$ cat src/rtl/rcd_pkg.sv
package rcd_pkg;
  localparam int BASE_SEL_W = 2;
  localparam int MUL_SEL_W  = 2;
  localparam int CODE_W     = BASE_SEL_W + MUL_SEL_W;
  localparam int MUL_STEPS  = 1 << MUL_SEL_W;
  localparam int MAX_BASE   = 9;
  localparam int MAX_RATIO  = MAX_BASE << (MUL_STEPS - 1);
  localparam int RATIO_W    = $clog2(MAX_RATIO + 1);

  typedef logic [RATIO_W-1:0] ratio_t;

  // Settings held for one output period
  typedef struct packed {
    ratio_t last;      // N - 1, terminal count
    ratio_t high_len;  // floor(N/2), cycles the leading stage stays high
    logic   odd;       // N is odd: falling-edge stage stretches the pulse
  } div_cfg_t;

  function automatic ratio_t base_of(input logic [BASE_SEL_W-1:0] sel,
                                     input logic alt);
    ratio_t b;
    case ({alt, sel})
      3'b000:  b = ratio_t'(2);
      3'b001:  b = ratio_t'(3);
      3'b010:  b = ratio_t'(5);
      3'b011:  b = ratio_t'(7);
      3'b100:  b = ratio_t'(4);
      3'b101:  b = ratio_t'(3);
      3'b110:  b = ratio_t'(5);
      default: b = ratio_t'(9);
    endcase
    return b;
  endfunction
endpackage

$ cat src/rtl/rcd_ratio_decode.sv
module rcd_ratio_decode
  import rcd_pkg::*;
(
  input  logic [CODE_W-1:0] code,
  input  logic              alt,
  output div_cfg_t          cfg
);
  ratio_t base;
  ratio_t scaled [MUL_STEPS];
  ratio_t ratio;

  always_comb base = base_of(code[BASE_SEL_W-1:0], alt);

  // One candidate per power-of-two scale
  for (genvar k = 0; k < MUL_STEPS; k++) begin : g_scale
    assign scaled[k] = ratio_t'(base << k);
  end

  assign ratio = scaled[code[CODE_W-1:BASE_SEL_W]];

  always_comb begin
    cfg.last     = ratio - ratio_t'(1);
    cfg.high_len = ratio >> 1;
    cfg.odd      = ratio[0];
  end
endmodule

$ cat src/rtl/rcd_period_counter.sv
module rcd_period_counter
  import rcd_pkg::*;
(
  input  logic     clk,
  input  logic     rst,
  input  div_cfg_t cfg_in,
  input  logic     en_in,
  input  logic     inv_in,
  output ratio_t   cnt_q,
  output div_cfg_t cfg_q,
  output logic     run_q,
  output logic     inv_q,
  output logic     wrap,
  output ratio_t   cnt_d,
  output ratio_t   hlen_d
);
  // Reset leaves last = 0, so the first edge after release is a boundary
  assign wrap = (cnt_q == cfg_q.last);

  always_comb begin
    cnt_d  = wrap ? '0 : cnt_q + ratio_t'(1);
    hlen_d = wrap ? cfg_in.high_len : cfg_q.high_len;
  end

  always_ff @(posedge clk) begin
    if (rst) begin
      cnt_q <= '0;
      cfg_q <= '0;
      run_q <= 1'b0;
      inv_q <= 1'b0;
    end else begin
      cnt_q <= cnt_d;
      if (wrap) begin
        cfg_q <= cfg_in;
        run_q <= en_in;
        inv_q <= inv_in;
      end
    end
  end
endmodule

$ cat src/rtl/rcd_wave_shaper.sv
module rcd_wave_shaper
  import rcd_pkg::*;
(
  input  logic   clk,
  input  logic   rst,
  input  ratio_t cnt_d,
  input  ratio_t hlen_d,
  input  logic   odd,
  input  logic   run,
  input  logic   inv,
  output logic   wave
);
  logic lead_q;   // rising-edge stage, high for floor(N/2) cycles
  logic trail_q;  // same waveform half a cycle later

  always_ff @(posedge clk) begin
    if (rst) lead_q <= 1'b0;
    else     lead_q <= (cnt_d < hlen_d);
  end

  always_ff @(negedge clk) begin
    if (rst) trail_q <= 1'b0;
    else     trail_q <= lead_q;
  end

  // Odd N: the trailing copy extends the high phase by half a cycle
  assign wave = run & ((lead_q | (odd & trail_q)) ^ inv);
endmodule

$ cat src/rtl/ratio_clkdiv.sv
module ratio_clkdiv
  import rcd_pkg::*;
(
  input  logic              clk,
  input  logic              rst,
  input  logic [CODE_W-1:0] ratio_code,
  input  logic              alt_table,
  input  logic              invert,
  input  logic              enable,
  output logic              clk_out
);
  div_cfg_t cfg_new;
  div_cfg_t cfg_q;
  ratio_t   cnt_q;
  ratio_t   cnt_d;
  ratio_t   hlen_d;
  logic     run_q;
  logic     inv_q;
  logic     wrap;

  rcd_ratio_decode u_decode (
    .code (ratio_code),
    .alt  (alt_table),
    .cfg  (cfg_new)
  );

  rcd_period_counter u_count (
    .clk    (clk),
    .rst    (rst),
    .cfg_in (cfg_new),
    .en_in  (enable),
    .inv_in (invert),
    .cnt_q  (cnt_q),
    .cfg_q  (cfg_q),
    .run_q  (run_q),
    .inv_q  (inv_q),
    .wrap   (wrap),
    .cnt_d  (cnt_d),
    .hlen_d (hlen_d)
  );

  rcd_wave_shaper u_shape (
    .clk    (clk),
    .rst    (rst),
    .cnt_d  (cnt_d),
    .hlen_d (hlen_d),
    .odd    (cfg_q.odd),
    .run    (run_q),
    .inv    (inv_q),
    .wave   (clk_out)
  );
endmodule

$ cat config.mk
export PLATFORM = sky130hd
export DESIGN_NAME = ratio_clkdiv
export DESIGN_NICKNAME = d
export VERILOG_FILES = /design/src/rtl/rcd_pkg.sv /design/src/rtl/rcd_ratio_decode.sv /design/src/rtl/rcd_period_counter.sv /design/src/rtl/rcd_wave_shaper.sv /design/src/rtl/ratio_clkdiv.sv
export SDC_FILE = /design/constraint.sdc
export NUM_CORES = 1
export LEC_CHECK = 0
export BUFFER_PORTS_ARGS = -buffer_cell sky130_fd_sc_hd__buf_2
export CAP_MARGIN = 20
export CORE_UTILIZATION = 36
export CTS_BUF_LIST = sky130_fd_sc_hd__clkbuf_4 sky130_fd_sc_hd__clkbuf_8 sky130_fd_sc_hd__clkbuf_16
export CTS_CLUSTER_SIZE = 28
export DETAILED_ROUTE_END_ITERATION = 6
export SKIP_CTS_REPAIR_TIMING = 1
export SLEW_MARGIN = 20
export SYNTH_ARGS = -nofsm -noshare
export SYNTH_HDL_FRONTEND = slang
export SYNTH_HIERARCHICAL = 1
export SYNTH_SLANG_ARGS = --single-unit
export TNS_END_PERCENT = 10
$ cat constraint.sdc
create_clock -name clk -period 3.4 [get_ports clk]
set_clock_uncertainty 0.2 [all_clocks]
set_input_delay 0.51 -clock clk [delete_from_list [all_inputs] [get_ports clk]]
set_output_delay 0.51 -clock clk [all_outputs]
set_load 0.02 [all_outputs]
==> summary.md, run 1 <==
| Metric | Value |
|---|---|
| Final nets | 243 |
| Final Hold Viols | 0 |
| Vias in the first global route | roughly 1300 |
| Worst Min Path Start | u_count/cfg_q[7] |
| Drt wl/cell | about 12 um |
| Net Sw Frac | 0.410 |
| Sequential area share after synthesis | 0.276 |
| Pint | about 0.94 mW |
| Worst Path Max Fanout | 1 |
| RSZ-0062 raised after global routing | yes |
| Core Footprint | 4880 um2 |
| Adder and majority gate portion of the synthesized area | 0.0730 |
| Residual DRC | 0 |
| Worst reg2reg startpoint | u_count/cnt_q[0] |
| Crit path kind | reg2out |
| ANT cells | 0 |
| Peak supply drop | 0.347 mV |
| Vias per cell | 4.87 |
| Ranking of synthesized cells by area | dfxtp_1 28%, nand2b_1 11%, mux2i_1 9.0% |
| Initial Util | 0.386 |
| Pins Over Slew Limit | 0 |
| Critical Path Start | u_shape/trail_q |
| Total track usage | 0.138 |
| Share of the synthesized area in the top cell type | 0.276 |
| DR pass1 iterations | 4 |
| Worst-Skew Late Latency | 0.28 ns |
| Min setup slack post-route | -0.146 ns |
| Largest net degree at the start of global routing | 43 |
| Mux share of post-synthesis cell area | 0.132 |
| Power per cell area | a little under 800 nW/um2 |
| Area leader, netlist | dfxtp_1 |
| Synth Area in XOR/XNOR | 0.0743 |
| Setup crit end kind | output port |
| Row count | 25 |
| Worst reg2reg setup slack | 0.71 ns |
| Yosys warnings | 6 |
| Post-DRT Antenna Nets | 0 |
| Leakage | roughly 0.86 nW |
| Most frequent cells in the layout | 34 x nand2b_1, 26 x dfxtp_1, 17 x mux2i_1, 17 x inv_1, 14 x nor2_1 |
| Vias | 1408 |
| Number of instances in the placed design | about 290 |
| Compound-cell area share of the yosys netlist | 0.120 |
| Final setup vio count | 1 |
| Routability Congestion | roughly 0.8 |
| Iter 0 DRT Violations | 48 |
| Hold depth | 2 |
| Synth cell types | 44 |
| Status | finished with violations |
| Worst EP required | 2.69 ns |
| WHS Endpoint | u_count/cfg_q[7] |
| Setup WS pre-CTS | 0.183 ns |
| # H-tree levels | 1 |
| Global-route wire length before repair | roughly 6 mm |
| Total CTS buffers | 3 |
| WL final | ~3.4 mm |
| Die Span X | ~74 um |
| Clk network pwr share | 0.149 |
| Initial antenna violation count | 0 |
| Reg2reg path depth | 10 |
| GR Util met1 | 0.185 |
| Post-Synth Simple-Gate Area | 0.247 |
| Clk buf depth | 2 |
| Sequential Power Share | 0.287 |
| Io pins | 10 |
| Commonest non-fill, non-tap cell in the layout | nand2b_1 |
| Worst Hold Class | reg2reg |
| Switching Power | 0.652 mW |
| Max cap viols | 0 |
| Met2 Usage GRT | 0.222 |
| Largest family of logic cells by synthesized area | simple AND/OR/NAND/NOR gates |
| Cell Area, Synth | between 1500 and 2000 um2 |
| Die area | 5530 um2 |
| IO buf count | 9 |
| Worst-path clk slew | roughly 0.090 ns |
| Share of the core filled with cells | 0.419 |
| Layout Cells excl Fill | around 290 |
| Worst setup SP type | flip-flop |
| TritonCTS Sinks | 26 |
| Syn avg cell area | slightly below 9 um2 |
| Comb pwr share | 0.564 |
| Synth Register Bits | 26 |
| Area grow syn2layout | 8.56% |
| Grt peak-use layer | met2 |
| Met3 usage | 0.0325 |
| GRT Residual Overflow | 0 |
| Reg-to-reg endpoint | u_shape/lead_q |
| WP data arrival | 2.84 ns |
| Detailed Place HPWL | approximately 2.5 mm |
| Share of cells above drive strength 1 | 0.122 |
| Failing checks | negative setup slack |
| CTS tree | yes |
| Post-synthesis cell count | between 200 and 250 |
| Die Y | approximately 74 um |
| Root Driver | clkbuf_8 |
| Syn_nets | ~240 |
==> routing by layer <==
metal | up-vias | part of all wire
met3 | 5 | 0.025
met5 | - | 0
met2 | 14 | 0.46
met1 | 655 | 0.50
met4 | 0 | 0.012
li1 | 734 | -
==> synth_stat cells (all sizes together) <==
cell and instances:
ha 11, nor2b 4, a211oi 1, nand2 6, inv 17, dfxtp 26
nor3 8, o221ai 2, nor2 14, xor2 7, nor4 1, xnor2 9
o21a 1, or2b 1, mux2i 17, and2 2, nor3b 1, and2b 1
conb 1, mux2 7, and3 1, clkbuf 5, nor4b 1, a22oi 1
buf 7, o21ai 8, o32ai 1, a211o 1, nand2b 35, a21oi 9
nand4 1, a32o 1, or3 2, o2111ai 1, a221oi 2, nand3 4
==> worst max-delay path, cell delays in order, from the launching register on <==
cell and delay, ns:
dfxtp_1 0.30, a21oi_2 0.12, xnor2_1 0.11, and2_1 0.15, buf_6 0.12
==> worst max path at each step <==
stage              end  slack (ns)  cells past startpoint
2_1_floorplan  clk_out        0.24                      3
3_3_place_gp   clk_out        0.18                      4
3_5_place_dp   clk_out        0.18                      4
4_1_cts        clk_out       -0.19                      4
5_1_grt        clk_out       -0.21                      4
6_report       clk_out       -0.15                      4
==> power by group through the flow <==
stage / Combinational, mW / Clock, mW / Sequential [mW]
after floorplan: 0.779 / 0.00368 / 0.449
after global placement: 0.885 / 0.00368 / 0.464
final: 0.897 / 0.237 / 0.457
after detailed placement: 0.893 / 0.00368 / 0.465
after CTS: 0.899 / 0.248 / 0.459
after global routing: 0.996 / 0.254 / 0.472
==> registers in the layout, indices dropped and copies added (netlist names) <==
| signal | cells |
|---|---|
| u_shape/lead_q | 1 |
| u_count/cfg_q | 15 |
| u_shape/trail_q | 1 |
| u_count/run_q | 1 |
| u_count/cnt_q | 7 |
| u_count/inv_q | 1 |
==> cell families (layout without fill, tap and decap cells) <==
family,Yosys count,count (layout)
other,1,1
buffers and inverters,29,34
adder cells (fa/ha/maj),11,11
flip-flops,26,26
XOR/XNOR,16,16
AO/OA/AOI/OAI,28,28
multiplexers,24,24
AND/OR/NAND/NOR,82,82
==> metrics by stage <==
stage	cell area (um2)	TNS (ns)	hold WS, ns	power [mW]
CTS	2040	-0.185	0.271	1.61
global route	2050	-0.205	0.292	1.72
finish	2050	-0.146	0.275	1.59
detailed placement	1970	0	0.265	1.36
floorplan	1890	0	0.244	1.23
global placement	1970	0	0.257	1.35
==> layout make-up <==
type                            count  area (um2)
Inverter                           16        60.1
Sequential cell                    26         520
Clock buffer                        4        66.3
Multi-Input combinational cell    162        1230
Clock inverter                      1        3.75
Timing Repair Buffer               13        81.3
Tap cell                           67        83.8
Fill cell                         524        2830
No activity file was read; power rests on OpenSTA's default activity.
==> run 2, diff against run 1 <==
- CORE_UTILIZATION: 36 -> 25
- CTS_BUF_LIST: sky130_fd_sc_hd__clkbuf_4 sky130_fd_sc_hd__clkbuf_8 sky130_fd_sc_hd__clkbuf_16 -> default
- CTS_CLUSTER_SIZE: 28 -> 12
==> run 2 against run 1 <==
Against the previous run:
- the flow still finishes with violations (negative setup slack)
- final cell count rose by 11%
- clock-buffer cell count did not move
- largest cell class unchanged
- die area rose by 43%
- critical endpoint unchanged
==> summary.md, run 2 (synthesis results as in run 1) <==
| Metric | Value |
|---|---|
| Worst setup SP type | flip-flop (unchanged) |
| Final setup vio count | 1 (unchanged) |
| Vias per cell | 4.35 (was 4.87) |
| Setup crit end kind | output port (unchanged) |
| Largest net degree at the start of global routing | 43 (unchanged) |
| Routability Congestion | 0.780 (was 0.807) |
| Slowest stage delay, CP | 0.29 ns (was 0.30 ns) |
| Most frequent cells in the layout | 34 x nand2b_1, 26 x dfxtp_1, 17 x mux2i_1, 17 x inv_1, 14 x nor2_1 (unchanged) |
| Reg with most FFs | u_count/cfg_q (unchanged) |
| Sequential Power Share | 0.285 (was 0.287) |
| Worst EP required | 2.69 ns (about the same) |
| Clk network pwr share | 0.147 (was 0.149) |
| Worst-path clk slew | 0.10 ns (was 0.09 ns) |
| Status | finished with violations (unchanged) |
| CP max stage cell | dfxtp_1 (unchanged) |
| Global-route wire length before repair | 5.66 mm (was 5.95 mm) |
| Min setup slack post-route | -0.160 ns (was -0.146 ns) |
| Total track usage | 0.0911 (was 0.138) |
| Row count | 31 (was 25) |
| Pint | 0.956 mW (was 0.938 mW) |
| Max reg flops | 15 (unchanged) |
| Die Y | 88.8 um (was 74.4 um) |
| Post-DRT Antenna Nets | 0 (unchanged) |
| Root Driver | clkbuf_8 (unchanged) |
| GRT Residual Overflow | 0 (unchanged) |
| Initial antenna violation count | 0 (unchanged) |
| Final Hold Viols | 0 (unchanged) |
| Net Sw Frac | 0.405 (was 0.410) |
| Share of cells above drive strength 1 | 0.126 (was 0.122) |
| Power per cell area | 768 nW/um2 (was 777 nW/um2) |
| Post-route cell area | 2090 um2 (was 2050 um2) |
| Detailed Place HPWL | 2.44 mm (was 2.52 mm) |
| Cells along the critical path | a21oi_2, xnor2_1, and2_1, buf_6 (unchanged) |
| IO buf count | 9 (unchanged) |
| Worst Hold Class | reg2reg (unchanged) |
| Peak supply drop | 0.336 mV (was 0.347 mV) |
| # H-tree levels | 1 (unchanged) |
| Commonest non-fill, non-tap cell in the layout | nand2b_1 (unchanged) |
| Failing checks | negative setup slack (unchanged) |
| Largest registers | u_count/cfg_q x15, u_count/cnt_q x7 (unchanged) |
| Vias | 1402 (was 1408) |
| Buffers & Inverters on Critical Path | 1 (unchanged) |
| Comb pwr share | 0.568 (was 0.564) |
| Leakage | 0.865 nW (was 0.860 nW) |
| Iter 0 DRT Violations | 47 (was 48) |
| CTS tree | yes (unchanged) |
| Switching Power | 0.652 mW (about the same) |
| Placed cell areas | 2020 um2 (was 1970 um2) |
| RSZ-0062 raised after global routing | yes (unchanged) |
| Core Footprint | 7250 um2 (was 4880 um2) |
| Final nets | 244 (was 243) |
| DR pass1 iterations | 4 (unchanged) |
| Crit path kind | reg2out (unchanged) |
| Io pins | 10 (unchanged) |
| WP data arrival | 2.85 ns (was 2.84 ns) |
| Drt wl/cell | 10.4 um (was 11.8 um) |
| WL final | 3.36 mm (was 3.40 mm) |
| Vias in the first global route | 1288 (was 1301) |
| Area grow syn2layout | 11.1% (was 8.56%) |
| Total power | 1.61 mW (was 1.59 mW) |
| Residual DRC | 0 (unchanged) |
| Die area | 7890 um2 (was 5530 um2) |
| Cell family with most CP delay | flip-flops (unchanged) |
| Total CTS buffers | 3 (unchanged) |
| ANT cells | 0 (unchanged) |
| Max cap viols | 0 (unchanged) |
| Pins Over Slew Limit | 0 (unchanged) |
| Initial Util | 0.260 (was 0.386) |
| Worst Path Max Fanout | 1 (unchanged) |
| Setup WS pre-CTS | 0.170 ns (was 0.183 ns) |
| Worst-Skew Late Latency | 0.27 ns (was 0.28 ns) |
| Clk buf depth | 2 (unchanged) |
| Die Span X | 88.8 um (was 74.4 um) |
| TritonCTS Sinks | 26 (unchanged) |
==> run 2: cell types whose count changed in the layout (fill, tap and decap cells not counted) <==
cell	delta
buf_4	+1
==> run 2: worst paths after layout <==
path                    start               end  slack [ns]  cells after the start
min          u_count/cfg_q[1]  u_count/cfg_q[1]        0.28                      2
max reg2reg  u_count/cnt_q[0]    u_shape/lead_q        0.70                     10
min reg2reg  u_count/cfg_q[1]  u_count/cfg_q[1]        0.28                      2
max           u_shape/trail_q           clk_out       -0.16                      4
==> run 2: metal layers <==
layer	wire length [um]	global-route usage	vias to the layer above	share of wire
met4	26	0.0264	0	0.0077
met5	0	0	-	0
met2	1550	0.152	8	0.46
li1	-	-	739	-
met3	49	0.0168	2	0.015
met1	1740	0.119	653	0.52
==> run 2: cell type report <==
cell class,count,area (um2)
inverters,16,60.1
well taps,99,124
repair buffers,14,88.8
flip-flops and latches,26,520
multi-input cells,162,1230
fillers,807,5160
clock buffers,4,66.3
clock inverters,1,3.75
==> run 2: power groups by stage <==
stage                     combinational, mW  sequential, mW  clock [mW]
final                                 0.914           0.458       0.236
after global routing                   1.02           0.471       0.253
after CTS                             0.922           0.459       0.243
after detailed placement              0.914           0.466     0.00368
after global placement                0.908           0.464     0.00368
after floorplan                       0.779           0.449     0.00368
==> run 2: per-stage QoR <==
step | hold WS (ns) | util | setup TNS [ns] | cells
3_3_place_gp | 0.253 | 0.279 | 0 | 318
6_report | 0.279 | 0.289 | -0.160 | 322
5_1_grt | 0.292 | 0.289 | -0.250 | 322
2_1_floorplan | 0.244 | - | 0 | 217
4_1_cts | 0.282 | 0.288 | -0.187 | 322
3_5_place_dp | 0.264 | 0.279 | 0 | 318
==> run 2: worst register-to-register path, cell delays in order (launching register included) <==
cell and delay [ns]:
dfxtp_1 0.47, xnor2_1 0.17, nand4_1 0.20, nor4_4 0.22, buf_4 0.33, mux2_1 0.35, inv_1 0.05, ha_1 0.23
a21oi_1 0.15, o21ai_0 0.13, a21oi_1 0.15
